==> config.mk <==
export PLATFORM = sky130hd
export DESIGN_NAME = coil_trip_voter
export DESIGN_NICKNAME = d
export VERILOG_FILES = /design/src/rtl/voter_pkg.sv /design/src/rtl/vote_cond.sv /design/src/rtl/vote_chan.sv /design/src/rtl/coil_trip_voter.sv
export SDC_FILE = /design/constraint.sdc
export NUM_CORES = 1
export LEC_CHECK = 0
export BUFFER_PORTS_ARGS = -buffer_cell sky130_fd_sc_hd__buf_2
export CAP_MARGIN = 20
export CORE_MARGIN = 3
export CORE_UTILIZATION = 57
export CTS_CLUSTER_SIZE = 20
export DETAILED_ROUTE_END_ITERATION = 10
export PLACE_DENSITY_LB_ADDON = 0.12
export SETUP_SLACK_MARGIN = 0.15
export SLEW_MARGIN = 25
export SYNTH_ARGS = -nofsm -noshare
export SYNTH_HDL_FRONTEND = slang
export SYNTH_HIERARCHICAL = 1
export SYNTH_SLANG_ARGS = --single-unit
export TNS_END_PERCENT = 100
==> constraint.sdc <==
create_clock -name clk -period 0.86 [get_ports clk]
set_clock_uncertainty 0.05 [all_clocks]
set_input_delay 0.129 -clock clk [delete_from_list [all_inputs] [get_ports clk]]
set_output_delay 0.129 -clock clk [all_outputs]
set_load 0.02 [all_outputs]
==> src/rtl/voter_pkg.sv <==
package voter_pkg;
    typedef enum logic {
        CH_ARMED   = 1'b0,
        CH_TRIPPED = 1'b1
    } chan_state_e;

    localparam int unsigned TF_CHANNEL = 0;
endpackage

==> src/rtl/vote_cond.sv <==
module vote_cond #(
    parameter int unsigned WIDTH       = 32,
    parameter int unsigned SYNC_STAGES = 2,
    parameter int unsigned FILT_LEN    = 3
) (
    input  logic             clk,
    input  logic             rst_n,
    input  logic [WIDTH-1:0] din,
    output logic [WIDTH-1:0] dout
);
    localparam int unsigned HIST = FILT_LEN - 1;

    logic [WIDTH-1:0] sync_r [SYNC_STAGES];
    logic [WIDTH-1:0] hist_r [HIST];
    logic [WIDTH-1:0] filt_r;
    logic [WIDTH-1:0] sync_out;

    assign sync_out = sync_r[SYNC_STAGES-1];

    // Synchronizer chain and sample history, all reset to the healthy level.
    always_ff @(posedge clk) begin
        if (!rst_n) begin
            for (int s = 0; s < SYNC_STAGES; s++) sync_r[s] <= '1;
            for (int h = 0; h < HIST; h++) hist_r[h] <= '1;
        end else begin
            sync_r[0] <= din;
            for (int s = 1; s < SYNC_STAGES; s++) sync_r[s] <= sync_r[s-1];
            hist_r[0] <= sync_out;
            for (int h = 1; h < HIST; h++) hist_r[h] <= hist_r[h-1];
        end
    end

    // Agreement filter: a bit moves only when the whole window agrees.
    genvar b;
    generate
        for (b = 0; b < WIDTH; b++) begin : g_bit
            logic [FILT_LEN-1:0] window;
            always_comb begin
                window[0] = sync_out[b];
                for (int k = 0; k < HIST; k++) window[k+1] = hist_r[k][b];
            end
            always_ff @(posedge clk) begin
                if (!rst_n)          filt_r[b] <= 1'b1;
                else if (&window)    filt_r[b] <= 1'b1;
                else if (~|window)   filt_r[b] <= 1'b0;
            end
        end
    endgenerate

    assign dout = filt_r;

    generate
        if (FILT_LEN == 3) begin : g_chk3
            // a filtered bit changes only after three agreeing synchronized samples
            assert_glitch_reject_R3: assert property (@(posedge clk) disable iff (!rst_n)
                (((filt_r ^ $past(filt_r)) & (filt_r ^ $past(sync_out, 1))) == '0) &&
                (((filt_r ^ $past(filt_r)) & (filt_r ^ $past(sync_out, 2))) == '0) &&
                (((filt_r ^ $past(filt_r)) & (filt_r ^ $past(sync_out, 3))) == '0));
        end
    endgenerate
endmodule

==> src/rtl/vote_chan.sv <==
module vote_chan
    import voter_pkg::*;
(
    input  logic clk,
    input  logic rst_n,
    input  logic vote_ok,
    input  logic rearm,
    output logic ilk_n
);
    chan_state_e state_q, state_d;

    always_comb begin
        state_d = state_q;
        unique case (state_q)
            CH_ARMED:   if (!vote_ok)          state_d = CH_TRIPPED; // TRIP_DETECT
            CH_TRIPPED: if (rearm && vote_ok)  state_d = CH_ARMED;   // REARM
            default:                           state_d = CH_TRIPPED;
        endcase
    end

    always_ff @(posedge clk) begin
        if (!rst_n) state_q <= CH_ARMED;
        else        state_q <= state_d;
    end

    always_comb begin
        unique case (state_q)
            CH_ARMED:   ilk_n = 1'b1;
            CH_TRIPPED: ilk_n = 1'b0;
            default:    ilk_n = 1'b0;
        endcase
    end

    // any unmasked alarm seen while armed trips the channel at the next edge
    assert_trip_on_vote_R4: assert property (@(posedge clk) disable iff (!rst_n)
        (state_q == CH_ARMED && !vote_ok) |=> (state_q == CH_TRIPPED));
    // the trip is held without a rearm request
    assert_latch_hold_R6: assert property (@(posedge clk) disable iff (!rst_n)
        (state_q == CH_TRIPPED && !rearm) |=> (state_q == CH_TRIPPED));
    // rearm is refused while an unmasked alarm remains
    assert_rearm_gate_R7: assert property (@(posedge clk) disable iff (!rst_n)
        (state_q == CH_TRIPPED && !vote_ok) |=> (state_q == CH_TRIPPED));
endmodule

==> src/rtl/coil_trip_voter.sv <==
module coil_trip_voter
    import voter_pkg::*;
#(
    parameter int unsigned NCH         = 8,
    parameter int unsigned SYNC_STAGES = 2,
    parameter int unsigned FILT_LEN    = 3
) (
    input  logic             clk,
    input  logic             rst_n,
    input  logic [NCH-1:0]   a_alarm_n,
    input  logic [NCH-1:0]   a_inhib_n,
    input  logic [NCH-1:0]   b_alarm_n,
    input  logic [NCH-1:0]   b_inhib_n,
    input  logic             rearm,
    output logic [NCH-1:0]   ilk_n,
    output logic             tf_ilk_n,
    output logic             pf_ilk_n,
    output logic [2*NCH-1:0] status
);
    localparam int unsigned RAW_W = 4 * NCH;

    logic [RAW_W-1:0] raw_in, clean;
    logic [NCH-1:0]   fa_alarm, fa_inhib, fb_alarm, fb_inhib;
    logic [NCH-1:0]   eff_a, eff_b, vote_ok, bypass;
    logic [2*NCH-1:0] status_q;

    assign raw_in = {b_inhib_n, b_alarm_n, a_inhib_n, a_alarm_n};

    vote_cond #(
        .WIDTH      (RAW_W),
        .SYNC_STAGES(SYNC_STAGES),
        .FILT_LEN   (FILT_LEN)
    ) i_cond (
        .clk  (clk),
        .rst_n(rst_n),
        .din  (raw_in),
        .dout (clean)
    );

    assign fa_alarm = clean[0*NCH +: NCH];
    assign fa_inhib = clean[1*NCH +: NCH];
    assign fb_alarm = clean[2*NCH +: NCH];
    assign fb_inhib = clean[3*NCH +: NCH];

    // Inhibit masks its own system, then one-out-of-two vote.
    assign eff_a   = fa_alarm | ~fa_inhib;
    assign eff_b   = fb_alarm | ~fb_inhib;
    assign vote_ok = eff_a & eff_b;
    assign bypass  = ~fa_inhib & ~fb_inhib;

    genvar c;
    generate
        for (c = 0; c < NCH; c++) begin : g_chan
            vote_chan i_chan (
                .clk    (clk),
                .rst_n  (rst_n),
                .vote_ok(vote_ok[c]),
                .rearm  (rearm),
                .ilk_n  (ilk_n[c])
            );
        end
    endgenerate

    assign tf_ilk_n = ilk_n[TF_CHANNEL];
    assign pf_ilk_n = &ilk_n[NCH-1:1];

    always_ff @(posedge clk) begin
        if (!rst_n) status_q <= '0;
        else        status_q <= {bypass, ~ilk_n};
    end

    assign status = status_q;

    // the trip flags mirror the interlocks one cycle late
    assert_status_lag_R9: assert property (@(posedge clk) disable iff (!rst_n)
        1'b1 |=> (status_q[NCH-1:0] == ~$past(ilk_n)));
    // a bypass flag is only raised for a channel whose two inhibits are both active
    assert_bypass_source_R10: assert property (@(posedge clk) disable iff (!rst_n)
        1'b1 |=> ((status_q[2*NCH-1:NCH] & ($past(fa_inhib) | $past(fb_inhib))) == '0));
endmodule

# Yosys cells after proc, flatten, opt, wreduce, memory -nomap -nowiden
# Memory sizes are Yosys's and may differ from the RTL's.
# Cells that the tools add are included.
# totals
reg_bits	56
latch_bits	0
ramBits	128
rom_bits	0
in_bits	35
output_inout_bits	26
word_cells	206
mem_count	2
# classes
add_sub_neg	0
mul	0
div	0
n_lt_le_gt_ge	0
eq_ne	0
shift	0
mux	38
bitwise_logic	20
n_reduce_logical	105
# mem_list
name	words	width	rd	rd_ports_with_merged_regs	write_ports	line_no	source
i_cond.hist_r	2	32	2	0	2	vote_cond.sv:14	logic [WIDTH-1:0] hist_r [HIST];
i_cond.sync_r	2	32	2	0	2	vote_cond.sv:13	logic [WIDTH-1:0] sync_r [SYNC_STAGES];
# op_table
cell	count
$mux 32	4
$reduce_and 3->1	32
$reduce_or 3->1	32
$reduce_or 2->1	32
$pmux 1 s2	16
$not 8->8	3
$mux 1	18
$and 8x8->8	2
$or 8x8->8	2
$not 1->1	9
$logic_and 1x1->1	8
$reduce_and 7->1	1
$or 1x1->1	4

# Longest topological paths before layout
# logic_depth
word_depth	6
ltp_mapped	3
depth_no_buf	3

# By module
# Netlist, hierarchy kept.
# by_module_without_submodules
module	instances	cells_per_inst	area_per_inst_um2	seq_area_each_um2
vote_cond	1	401	4768.3	3203.1
coil_trip_voter	1	61	633.1	320.3
vote_chan	8	4	37.5	20.0

# Least setup slack after synthesis
# Ideal clock, no wire load.
# synth_timing
path_kind	register to output
from	reg g_chan[5].i_chan.state_q
to	out pf_ilk_n
arrival_time_ns	0.882
required_time_ns	0.681
setup_slack_ns	-0.201
path_stages_with_launch	4
path_buffers	0
cell_sequence	dfxtp_1 -> inv_1 -> nand4_1 -> nor2_1
# synth_via
elab_chain_len	3
# synth_rtl
item	line_no	source
start: declaration	vote_chan.sv:10	chan_state_e state_q, state_d;
start signal: assignment	vote_chan.sv:23	else state_q <= state_d;
$not 1->1	vote_chan.sv:27	unique case (state_q)
$pmux 1 s2 (*)	vote_chan.sv:27	
via ilk_n[5]	coil_trip_voter.sv:15	output logic [NCH-1:0] ilk_n,
$reduce_and 7->1 (*)	coil_trip_voter.sv:65	assign pf_ilk_n = &ilk_n[NCH-1:1];
end: declaration	coil_trip_voter.sv:17	output logic pf_ilk_n,
# The timed path passes the listed nets; every way through them passes the cells marked *.

# Worst setup path after layout
# layout_timing
from	reg g_chan[1].i_chan.state_q
to	out pf_ilk_n
# layout_via
elab_chain_len	3
# layout_rtl
item	line_no
start: declaration	vote_chan.sv:10
start signal: assignment	vote_chan.sv:23
$not 1->1	vote_chan.sv:27
$pmux 1 s2 (*)	vote_chan.sv:27
$reduce_and 7->1 (*)	coil_trip_voter.sv:65
# Every way passes the cells marked *; elsewhere a longest branch is shown, timed or not.

==> metrics.cfg <==
[power]
seqPwrFrac=0.538
share_comb_of_total_power=0.043
peakVddDrop_v=0.00266
p_leak_nw=3.16
power.total_mw=16.3
intPower_mw=12.8
switching_share=0.220
p_switching_mw=3.59
p_per_area_mw_per_mm2=2040
clkPwrFrac=0.419

[drt]
drc_errors=0
drt_iter0_markers=132
vias_per_cell=5.01
drt_first_pass_iters=4
antenna_left=0
drt_wl_total_mm=12.1
vias=3901
wl_per_cell_um=15.5

[cells_and_area]
final_core_util=0.848
diodes=0
fillers=489
layout.nets=672
layout-drive-gt1-share=0.464
final_area_mm2=0.00802
finalNonFillerCells=778
area_growth_pct=40.7

[sta]
final-max-slew-violation-count=0
post-route-min-period_ns=1.51
finalSetupViolCount=28
grt_setup_unrepaired=true
worstMarginPinSlew_ns=0.294
whs_ns=-0.0561
fmax_mhz=663
finalHoldViolCount=8
fin_crit_sh=1.75
layout_setup_ws_ns=-0.648
finalSetupTns_ns=-9.33
relSlewSlack=0.804

[clock_network]
clkSinkCount=184
h-tree-depth=4
clk_latency_ns=0.53
cts_tree=done
numCtsBuffers=17
clkTransAtPathRegs_ns=0.07
cts_root_buffer=clkbuf_8
clockBufferDepth=2

[floorplan]
ios=61
die_x_um=106
rows=35
dieHeight_um=106
coreArea_mm2=0.00946
start_util=0.603
dieArea_mm2=0.0112

[setup_path]
rr_worst_depth=4
cp-end-kind=output pin
path_class=flip-flop to output pin
cp.arrival_ns=1.33
worstPathMaxFanout=2
cp.required_ns=0.68
crit_path_start_kind=flip-flop

[synth]
synth_cell_types=18
netlist_area_mm2=0.00570
seq_area_frac_synth=0.646
synth-seq-cells=184
ys_warn_count=6
syn_inst=494
syn_avg_cell_area_um2=11.5
syn-num-nets=529

[global_routing]
grt_overflow=0
grtUsageTotal=0.215
antenna_found_initial=0
grt_pass1_wl_mm=18.9
grt_pass1_vias=4026
grt_max_degree=34

[job]
cap_viol_max_count=0

[place]
hpwl_mm=6.52
dpl-instance-area_mm2=0.00653
port_buffers=60
place_congestion=0.721
dp_cells=712
post-place-ws_ns=-0.0997

[run_status]
status=complete, but fails checks
violations=negative hold slack, negative setup slack

[worst_hold_path]
hold_path_depth=3
min_path_type=input port to flip-flop

## flip-flops by register name, summed over array words and instances (netlist names)
register and count:
status 16, i_cond/sync_r 64, i_cond/hist_r 64, i_cond/dout 32, g_chan.i_chan/state_q 8
## area by class of cell
class                           count  area, um^2  share of cell area
Clock buffer                       18         428              0.0533
Sequential cell                   184        3820               0.476
Timing Repair Buffer              143        1300               0.162
Multi-Input combinational cell    267        2120               0.264
Tap cell                          129         161              0.0201
Inverter                           24         110              0.0137
Clock inverter                     13        96.3              0.0120
## cell families after synthesis
family | Yosys count | share of synthesized area
AO/OA/AOI/OAI | 112 | 0.140
buffers and inverters | 43 | 0.0338
flip-flops | 184 | 0.646
AND/OR/NAND/NOR | 155 | 0.180
## layer usage
| metal | vias up | GRT usage | part of all wire |
|---|---|---|---|
| met1 | 1874 | 0.238 | 0.42 |
| met2 | 76 | 0.395 | 0.53 |
| met5 | - | 0 | 0 |
| li1 | 1928 | - | - |
| met4 | 0 | 0.0796 | 0.019 |
| met3 | 23 | 0.0577 | 0.030 |
## worst paths after layout
path / from / end / slack (ns)
worst min register to register: i_cond/sync_r[0][4] / i_cond/sync_r[0][36] / 0.36
worst min-delay path: rearm / g_chan[6].i_chan/state_q / -0.06
worst max register to register: g_chan[2].i_chan/state_q / status[2] / -0.05
worst max-delay path: g_chan[1].i_chan/state_q / pf_ilk_n / -0.65
## repair_timing
item,4_1_cts,5_1_grt
resized for setup,162,46
setup buffers,1,1
endpoints found under the hold margin,63,9
pin swaps,5,8
endpoints found under the setup margin,76,77
hold buffers,32,1
## worst max-delay path, cell delays in order (launching register included)
cell and delay, ns:
dfxtp_2 0.34, inv_4 0.06, nand4_1 0.15, nor2_4 0.14, buf_6 0.13
## Yosys cell counts
| library cell | number | area share |
|---|---|---|
| nor2_1 | 1 | 0.00066 |
| a22oi_1 | 8 | 0.011 |
| a21oi_1 | 32 | 0.028 |
| buf_2 | 16 | 0.014 |
| a2bb2oi_1 | 32 | 0.049 |
| clkbuf_1 | 1 | 0.00066 |
| nor2b_1 | 1 | 0.0011 |
| buf_4 | 1 | 0.0013 |
| nand3_1 | 1 | 0.00088 |
| nand4_1 | 1 | 0.0011 |
| dfxtp_1 | 184 | 0.65 |
| a21boi_1 | 8 | 0.011 |
| inv_1 | 24 | 0.016 |
| nand2b_1 | 136 | 0.15 |
| o21a_1 | 32 | 0.042 |
| buf_6 | 1 | 0.0020 |
| and2b_1 | 7 | 0.0092 |
| nor3b_2 | 8 | 0.018 |
## power by group through the flow
stage                     Sequential (mW)  Clock [mW]  Combinational, mW
final                                8.80        6.85              0.702
after global routing                 8.81        7.34              0.767
after CTS                            8.80        6.96              0.657
after detailed placement             9.00           0              0.530
after global placement               8.99           0              0.514
after floorplan                      8.97           0              0.290
## cells in the final DEF, fill, tap and decap left out, types with 9 or more instances in the layout
cell type      instances
buf_4                 27
a2bb2oi_1              9
dlygate4sd3_1         33
clkbuf_16             16
buf_6                 46
a2bb2oi_2             23
dfxtp_2               82
buf_2                 33
o21a_1                32
a21oi_1               26
nand2b_1             129
dfxtp_1               94
No activity file was read; power rests on OpenSTA's default activity.
